`config.mk`:
```
export PLATFORM = sky130hd
export DESIGN_NAME = pwrgood_seq
export DESIGN_NICKNAME = d
export VERILOG_FILES = /design/src/rtl/pgs_pkg.sv /design/src/rtl/pgs_sync.sv /design/src/rtl/pgs_supply_timer.sv /design/src/rtl/pgs_out_gate.sv /design/src/rtl/pwrgood_seq.sv
export SDC_FILE = /design/constraint.sdc
export NUM_CORES = 1
export LEC_CHECK = 0
export BUFFER_PORTS_ARGS = -buffer_cell sky130_fd_sc_hd__buf_2
export CAP_MARGIN = 0
export CORE_ASPECT_RATIO = 1.1
export CORE_UTILIZATION = 40
export CTS_CLUSTER_DIAMETER = 40
export DETAILED_ROUTE_END_ITERATION = 10
export SLEW_MARGIN = 20
export SYNTH_ARGS = -nofsm -noshare
export SYNTH_HDL_FRONTEND = slang
export SYNTH_SLANG_ARGS = --single-unit
```
`constraint.sdc`:
```
create_clock -name clk -period 3.5 [get_ports clk]
set_input_delay 0 -clock clk [delete_from_list [all_inputs] [get_ports clk]]
set_output_delay 0 -clock clk [all_outputs]
set_load 0.02 [all_outputs]
```
`src/rtl/pgs_pkg.sv`:
```
package pgs_pkg;

   typedef enum logic [1:0] {
      PGS_OFF    = 2'd0,
      PGS_TIMING = 2'd1,
      PGS_READY  = 2'd2
   } pgs_state_e;

   function automatic int pgs_cnt_width(input int cycles);
      return (cycles > 2) ? $clog2(cycles) : 1;
   endfunction

endpackage

```
`src/rtl/pgs_sync.sv`:
```
module pgs_sync #(
   parameter int WIDTH  = 3,
   parameter int STAGES = 2
) (
   input  logic             clk,
   input  logic             rst_n,
   input  logic [WIDTH-1:0] async_i,
   output logic [WIDTH-1:0] sync_o
);

   logic [WIDTH-1:0] chain_q [STAGES];

   generate
      for (genvar s = 0; s < STAGES; s++) begin : g_stage
         if (s == 0) begin : g_first
            always_ff @(posedge clk or negedge rst_n) begin
               if (!rst_n) chain_q[0] <= '0;
               else        chain_q[0] <= async_i;
            end
         end else begin : g_next
            always_ff @(posedge clk or negedge rst_n) begin
               if (!rst_n) chain_q[s] <= '0;
               else        chain_q[s] <= chain_q[s-1];
            end
         end
      end
   endgenerate

   assign sync_o = chain_q[STAGES-1];

endmodule

```
`src/rtl/pgs_supply_timer.sv`:
```
module pgs_supply_timer
   import pgs_pkg::*;
#(
   parameter int DELAY_CYCLES = 6_600_000
) (
   input  logic clk,
   input  logic rst_n,
   input  logic above_hi_s,
   input  logic below_lo_s,
   output logic ready_o,
   output logic timing_o
);

   localparam int CW = pgs_cnt_width(DELAY_CYCLES);
   localparam logic [CW-1:0] LAST = CW'(DELAY_CYCLES - 1);

   pgs_state_e       state_q, state_d;
   logic [CW-1:0]    cnt_q, cnt_d;

   always_comb begin
      state_d = state_q;
      cnt_d   = cnt_q;
      unique case (state_q)
         PGS_OFF: begin
            cnt_d = '0;
            if (above_hi_s && !below_lo_s) state_d = PGS_TIMING;
         end
         PGS_TIMING: begin
            if (below_lo_s) begin
               state_d = PGS_OFF;
               cnt_d   = '0;
            end else if (cnt_q == LAST) begin
               state_d = PGS_READY;
               cnt_d   = '0;
            end else begin
               cnt_d = cnt_q + 1'b1;
            end
         end
         PGS_READY: begin
            cnt_d = '0;
            if (below_lo_s) state_d = PGS_OFF;
         end
         default: begin
            state_d = PGS_OFF;
            cnt_d   = '0;
         end
      endcase
   end

   always_ff @(posedge clk or negedge rst_n) begin
      if (!rst_n) begin
         state_q <= PGS_OFF;
         cnt_q   <= '0;
      end else begin
         state_q <= state_d;
         cnt_q   <= cnt_d;
      end
   end

   assign ready_o  = (state_q == PGS_READY);
   assign timing_o = (state_q == PGS_TIMING);

endmodule

```
`src/rtl/pgs_out_gate.sv`:
```
module pgs_out_gate #(
   parameter int NUM_OUT = 2
) (
   input  logic               ready_i,
   input  logic               good_s,
   input  logic               below_lo_s,
   output logic [NUM_OUT-1:0] pg_o
);

   logic enable;
   assign enable = ready_i & good_s & ~below_lo_s;

   generate
      for (genvar i = 0; i < NUM_OUT; i++) begin : g_copy
         assign pg_o[i] = enable;
      end
   endgenerate

endmodule

```
`src/rtl/pwrgood_seq.sv`:
```
module pwrgood_seq #(
   parameter int DELAY_CYCLES = 6_600_000,
   parameter int SYNC_STAGES  = 2
) (
   input  logic clk,
   input  logic rst_n,
   input  logic sup_above_hi_i,
   input  logic sup_below_lo_i,
   input  logic ext_good_i,
   output logic pg_a_o,
   output logic pg_b_o
);

   localparam int NUM_IN  = 3;
   localparam int NUM_OUT = 2;

   generate
      if (DELAY_CYCLES < 2) begin : g_bad_delay
         $error("pwrgood_seq: DELAY_CYCLES must be at least 2");
      end
      if (SYNC_STAGES < 2) begin : g_bad_sync
         $error("pwrgood_seq: SYNC_STAGES must be at least 2");
      end
   endgenerate

   logic [NUM_IN-1:0]  raw_in, sync_in;
   logic               above_hi_sync, below_lo_sync, good_sync;
   logic               ready, timing;
   logic [NUM_OUT-1:0] pg_vec;

   assign raw_in = {ext_good_i, sup_below_lo_i, sup_above_hi_i};

   pgs_sync #(.WIDTH(NUM_IN), .STAGES(SYNC_STAGES)) u_sync (
      .clk     (clk),
      .rst_n   (rst_n),
      .async_i (raw_in),
      .sync_o  (sync_in)
   );

   assign above_hi_sync = sync_in[0];
   assign below_lo_sync = sync_in[1];
   assign good_sync     = sync_in[2];

   pgs_supply_timer #(.DELAY_CYCLES(DELAY_CYCLES)) u_timer (
      .clk        (clk),
      .rst_n      (rst_n),
      .above_hi_s (above_hi_sync),
      .below_lo_s (below_lo_sync),
      .ready_o    (ready),
      .timing_o   (timing)
   );

   pgs_out_gate #(.NUM_OUT(NUM_OUT)) u_gate (
      .ready_i    (ready),
      .good_s     (good_sync),
      .below_lo_s (below_lo_sync),
      .pg_o       (pg_vec)
   );

   assign pg_a_o = pg_vec[0];
   assign pg_b_o = pg_vec[1];

endmodule

```
Yosys cells after proc, flatten, opt, wreduce, memory -nomap -nowiden
Index checks and enable logic that the tools add are counted.

Flip-flop bits (word level): 31. Input bits: 5. Logic and storage cells: 26.

Add/subtract/negate cells: 1. Eq/ne operators: 6. Muxes and demuxes: 8. Bitwise gates (word level): 3. Reductions and logical operators: 4.

Operators with widths (count): 2-to-1 mux 23 bit (3); adder 23 x 1 -> 23 bit (second input constant) (1); == test 23 bit (second input constant) (1); 2-to-1 mux 2 bit (4); one-hot mux 2 bit (3 select lines) (1); != test 3 x 1 -> 1 bit (second input constant) (1); AND reduction 3 bit (1); bitwise AND 1 bit (2); == test 2 x 1 -> 1 bit (second input constant) (1); == test 2 bit (second input constant) (1); logical NOT 2 bit (1); != test 2 x 1 -> 1 bit (second input constant) (1); != test 2 bit (second input constant) (1); logical AND 1 bit (1); logical NOT 1 bit (1); NOT 1 bit (1).

Depth between registers and ports, before layout
Word-level depth: 4. Gate-level depth with buffers: 7. Mapped depth without buffers: 5.

Cells and area by module
Synthesis repeated with hierarchy kept, for this count alone.

Cell total of the unflattened synthesis: 145. Area total of the unflattened synthesis: 1480.2 µm².

Modules (own cells, without submodules): pgs_supply_timer (times used 1, cells each 133, area an instance 1283.7 µm²); pgs_sync (times used 1, cells each 9, area an instance 172.7 µm²); pgs_out_gate (times used 1, cells each 3, area an instance 23.8 µm²).

Worst setup path after synthesis
Ideal clock, no wire load.

Kind: register to register. Start point: register u_timer.cnt_q[0]. End point: register u_timer.cnt_q[20]. Arrival: 1.860 ns. Setup slack: 1.562 ns. Stages on the path, launching flop included: 7. Buffers on the path: 1. Clock period less this slack: 1.938 ns. Cell sequence: dfrtp_1 -> ha_1 -> nand3_1 -> or4_1 -> clkbuf_1 -> or4_1 -> a21oi_1.

Longest elaborated chain between the ends: 4.

RTL lines: start: declaration (RTL line pgs_supply_timer.sv:18) `logic [CW-1:0] cnt_q, cnt_d;`; start signal: assignment (RTL line pgs_supply_timer.sv:56) `cnt_q <= cnt_d;`; adder 23 x 1 -> 23 bit or == test 23 bit (tied branches) (RTL line pgs_supply_timer.sv:36, pgs_supply_timer.sv:32); 2-to-1 mux 23 bit (*) (RTL line pgs_supply_timer.sv:32) `end else if (cnt_q == LAST) begin`; 2-to-1 mux 23 bit (*) (RTL line pgs_supply_timer.sv:29) `if (below_lo_s) begin`; 2-to-1 mux 23 bit (*) (RTL line pgs_supply_timer.sv:23) `unique case (state_q)`; net u_timer.cnt_d[20] (RTL line pgs_supply_timer.sv:18).

Mark *: on every way through the listed nets, which the timed path passes. The rest lies on a longest branch. A chain may end at the register's enable or synchronous reset.

Final worst setup path
Start point: register u_timer.cnt_q[0]. End point: register u_timer.cnt_q[22].

Same word-level chain as after synthesis.

==> run metrics <==
status=finished, final reports clean; Avg Cell Area, Syn=10.1 um2; layout cell share with drive strength beyond 1=0.147; CORE AREA=roughly 3400 um2; Post-Syn Area=roughly 1500 um2; Final Setup Violations=0; share of Yosys cell area claimed by the top area cell type=0.534; die area=a little under 4000 um2; Nets=between 150 and 200; Final Max Slew Viols=0; final antenna-violating net count=0; met1 Use GR=0.202; Worst Setup End Kind=flip-flop; num ports=7; Fin. Hold Viols=0; Die Y=65.2 um; grt ovf=0; Hold/Removal Path Class=primary input to asynchronous set/reset pin; clock sinks=31; n_diodes=0; H-tree depth=2; final wirelength=~2.6 mm; Pwr Density=slightly above 400 nW/um2; RSZ-0062 raised after global routing=false; CTS root buffer=clkbuf_4; Initial Util=0.425; DP HPWL=about 1.8 mm; cts bufs inserted=5; DRC=0; Skew-Pair Late Insertion Delay=roughly 330 ps; vias in the first global route=~980; arrival time worst endpoint=2420 ps; syn_nets=approximately 150; CTS tree=done; Top Usage Layer GRT=met2; max-cap violations=0; synthesized instance count=143; initial antenna violation count=0; Worst-Margin Slew=685 ps; VDD IR max=roughly 270 uV; Min Hold Slack=between 200 and 250 ps; first-pass GRT wire length=between 4 and 5 mm; fill cell count=around 340; clk slew on worst S/H paths=110 ps; worst-path fanout max=12; grt met2 use=0.233; Synth cell types=31; Synth area leaders=dfrtp_1 (53%), a21oi_1 (4.5%), or4_1 (3.6%), xnor2_1 (3.6%), nor2_1 (3.4%); DR WL/cell=12.9 um; normalized max-slew margin=0.543; clk buf depth=2; CP Launch Type=flip-flop; synth warn=0; Layout Area Growth over Synthesis=12.8%; Yosys top cell by area=dfrtp_1; starting DRC count in detailed routing=60; M3 GR Usage=0.0531; final period utilization=0.615; Via Count=1084; Period minus WS final=approximately 2200 ps; Fin Setup TNS=0 ps; CP Class=flip-flop to flip-flop; via/cell ratio=around 5.3; Core Rows=22; GR Util All Layers=0.155; Resize count post-CTS=0; Lkg Pwr=0.621 nW; Highest Clock Rate=around 460 MHz; Yosys reg bits=31; Sequential Area=776 um2; Multi-input gate area=between 600 and 700 um2; RePlAce Congestion=roughly 0.85; Die W=around 60 um; 1st-pass router iterations=4; Port-buffer cells=6; final clock skew=between 10 and 15 ps; sequential fraction of the synthesis area=0.534; Critical Path RT=approximately 3800 ps; largest net degree at the start of global routing=32
layout by cell type, fill, tap and decap left out, types with 5 or more instances in the layout:
master and count:
dfrtp_1 31, nor2_1 13, a21oi_1 13, nand3_1 9, o21ai_0 8, or4_1 7
nand2_1 6, inv_1 6, xnor2_1 6, buf_2 6, nand4_1 5, o31ai_1 5
clkbuf_4 5
final cells by class:
cell class,count,share of cell area
sequential,31,0.474
inverter,6,0.0138
timing repair buffer,12,0.0520
clock inverter,2,0.0214
tap,48,0.0367
multi-input combinational,99,0.371
clock buffer,6,0.0313
critical path, cell delays in order, from the launching register on:
cell	delay (ps)
dfrtp_1	390
ha_1	210
nand3_1	100
or4_1	700
or4_1	530
a21oi_1	160
state kept, by name, indices dropped and copies added (netlist names):
name             flops
u_timer.cnt_q       23
u_sync.sync_o        3
u_sync.chain_q       3
u_timer.state_q      2
through the flow:
step	instances	setup slack [ps]	utilization	total power [mW]	area, um2
after floorplan	143	1560	-	0.379	1450
after global placement	192	1440	0.442	0.390	1510
after detailed placement	192	1350	0.442	0.391	1510
after CTS	204	1340	0.479	0.685	1640
after global routing	204	1210	0.479	0.704	1640
final	204	1350	0.479	0.679	1640
where the power goes:
part	switching (mW)	internal, mW	total [mW]
Sequential	0.00257	0.363	0.366
Combinational	0.0137	0.00744	0.0211
Clock	0.123	0.169	0.292
final timing paths:
| path | from | depth (start not counted) | slack [ps] | end |
|---|---|---|---|---|
| worst max register to register | u_timer.cnt_q[0] | 5 | 1350 | u_timer.cnt_q[22] |
| min in group clk | sup_above_hi_i | 2 | 310 | u_sync.chain_q[3] |
| worst min-delay path | rst_n | 2 | 240 | u_timer.cnt_q[18] |
| max in group asynchronous | rst_n | 2 | 2820 | u_timer.cnt_q[9] |
| worst min register to register | u_sync.chain_q[4] | 0 | 360 | u_sync.sync_o[1] |
| worst max-delay path | u_timer.cnt_q[0] | 5 | 1350 | u_timer.cnt_q[22] |
per-layer routing:
| layer | part of all wire | wire length, um |
|---|---|---|
| met5 | 0 | 0 |
| met4 | 0.010 | 27 |
| met3 | 0.029 | 77 |
| met2 | 0.46 | 1220 |
| met1 | 0.50 | 1300 |
repair_timing:
action / 4_1_cts / 5_1_grt
setup buffers: 0 / 0
hold endpoints to repair: 34 / 0
hold buffers: 4 / 0
setup endpoints to repair: 0 / 0
cell usage after synthesis:
| library cell | n |
|---|---|
| a21oi_1 | 13 |
| and2_1 | 1 |
| and3_1 | 2 |
| and3_2 | 1 |
| and4_1 | 1 |
| buf_2 | 1 |
| buf_4 | 1 |
| buf_6 | 2 |
| clkbuf_1 | 3 |
| dfrtp_1 | 31 |
| ha_1 | 1 |
| inv_1 | 6 |
| nand2_1 | 6 |
| nand3_1 | 9 |
| nand3_2 | 1 |
| nand4_1 | 5 |
| nor2_1 | 13 |
| nor3_1 | 3 |
| nor3b_1 | 1 |
| nor4b_1 | 1 |
| nor4bb_1 | 3 |
| o211ai_1 | 1 |
| o21ai_0 | 8 |
| o31ai_1 | 5 |
| or2_2 | 1 |
| or3_1 | 3 |
| or3_2 | 3 |
| or4_1 | 7 |
| or4_4 | 1 |
| xnor2_1 | 6 |
| xor2_1 | 3 |
kinds of logic after synthesis:
kind of cell / synth area share
AND/OR/NAND/NOR: 0.252
flip-flops: 0.534
AO/OA/AOI/OAI: 0.103
buffers and inverters: 0.0474
XOR/XNOR: 0.0543
adder cells (fa/ha/maj): 0.00862
Note: power is estimated with default switching activity, not from simulation.
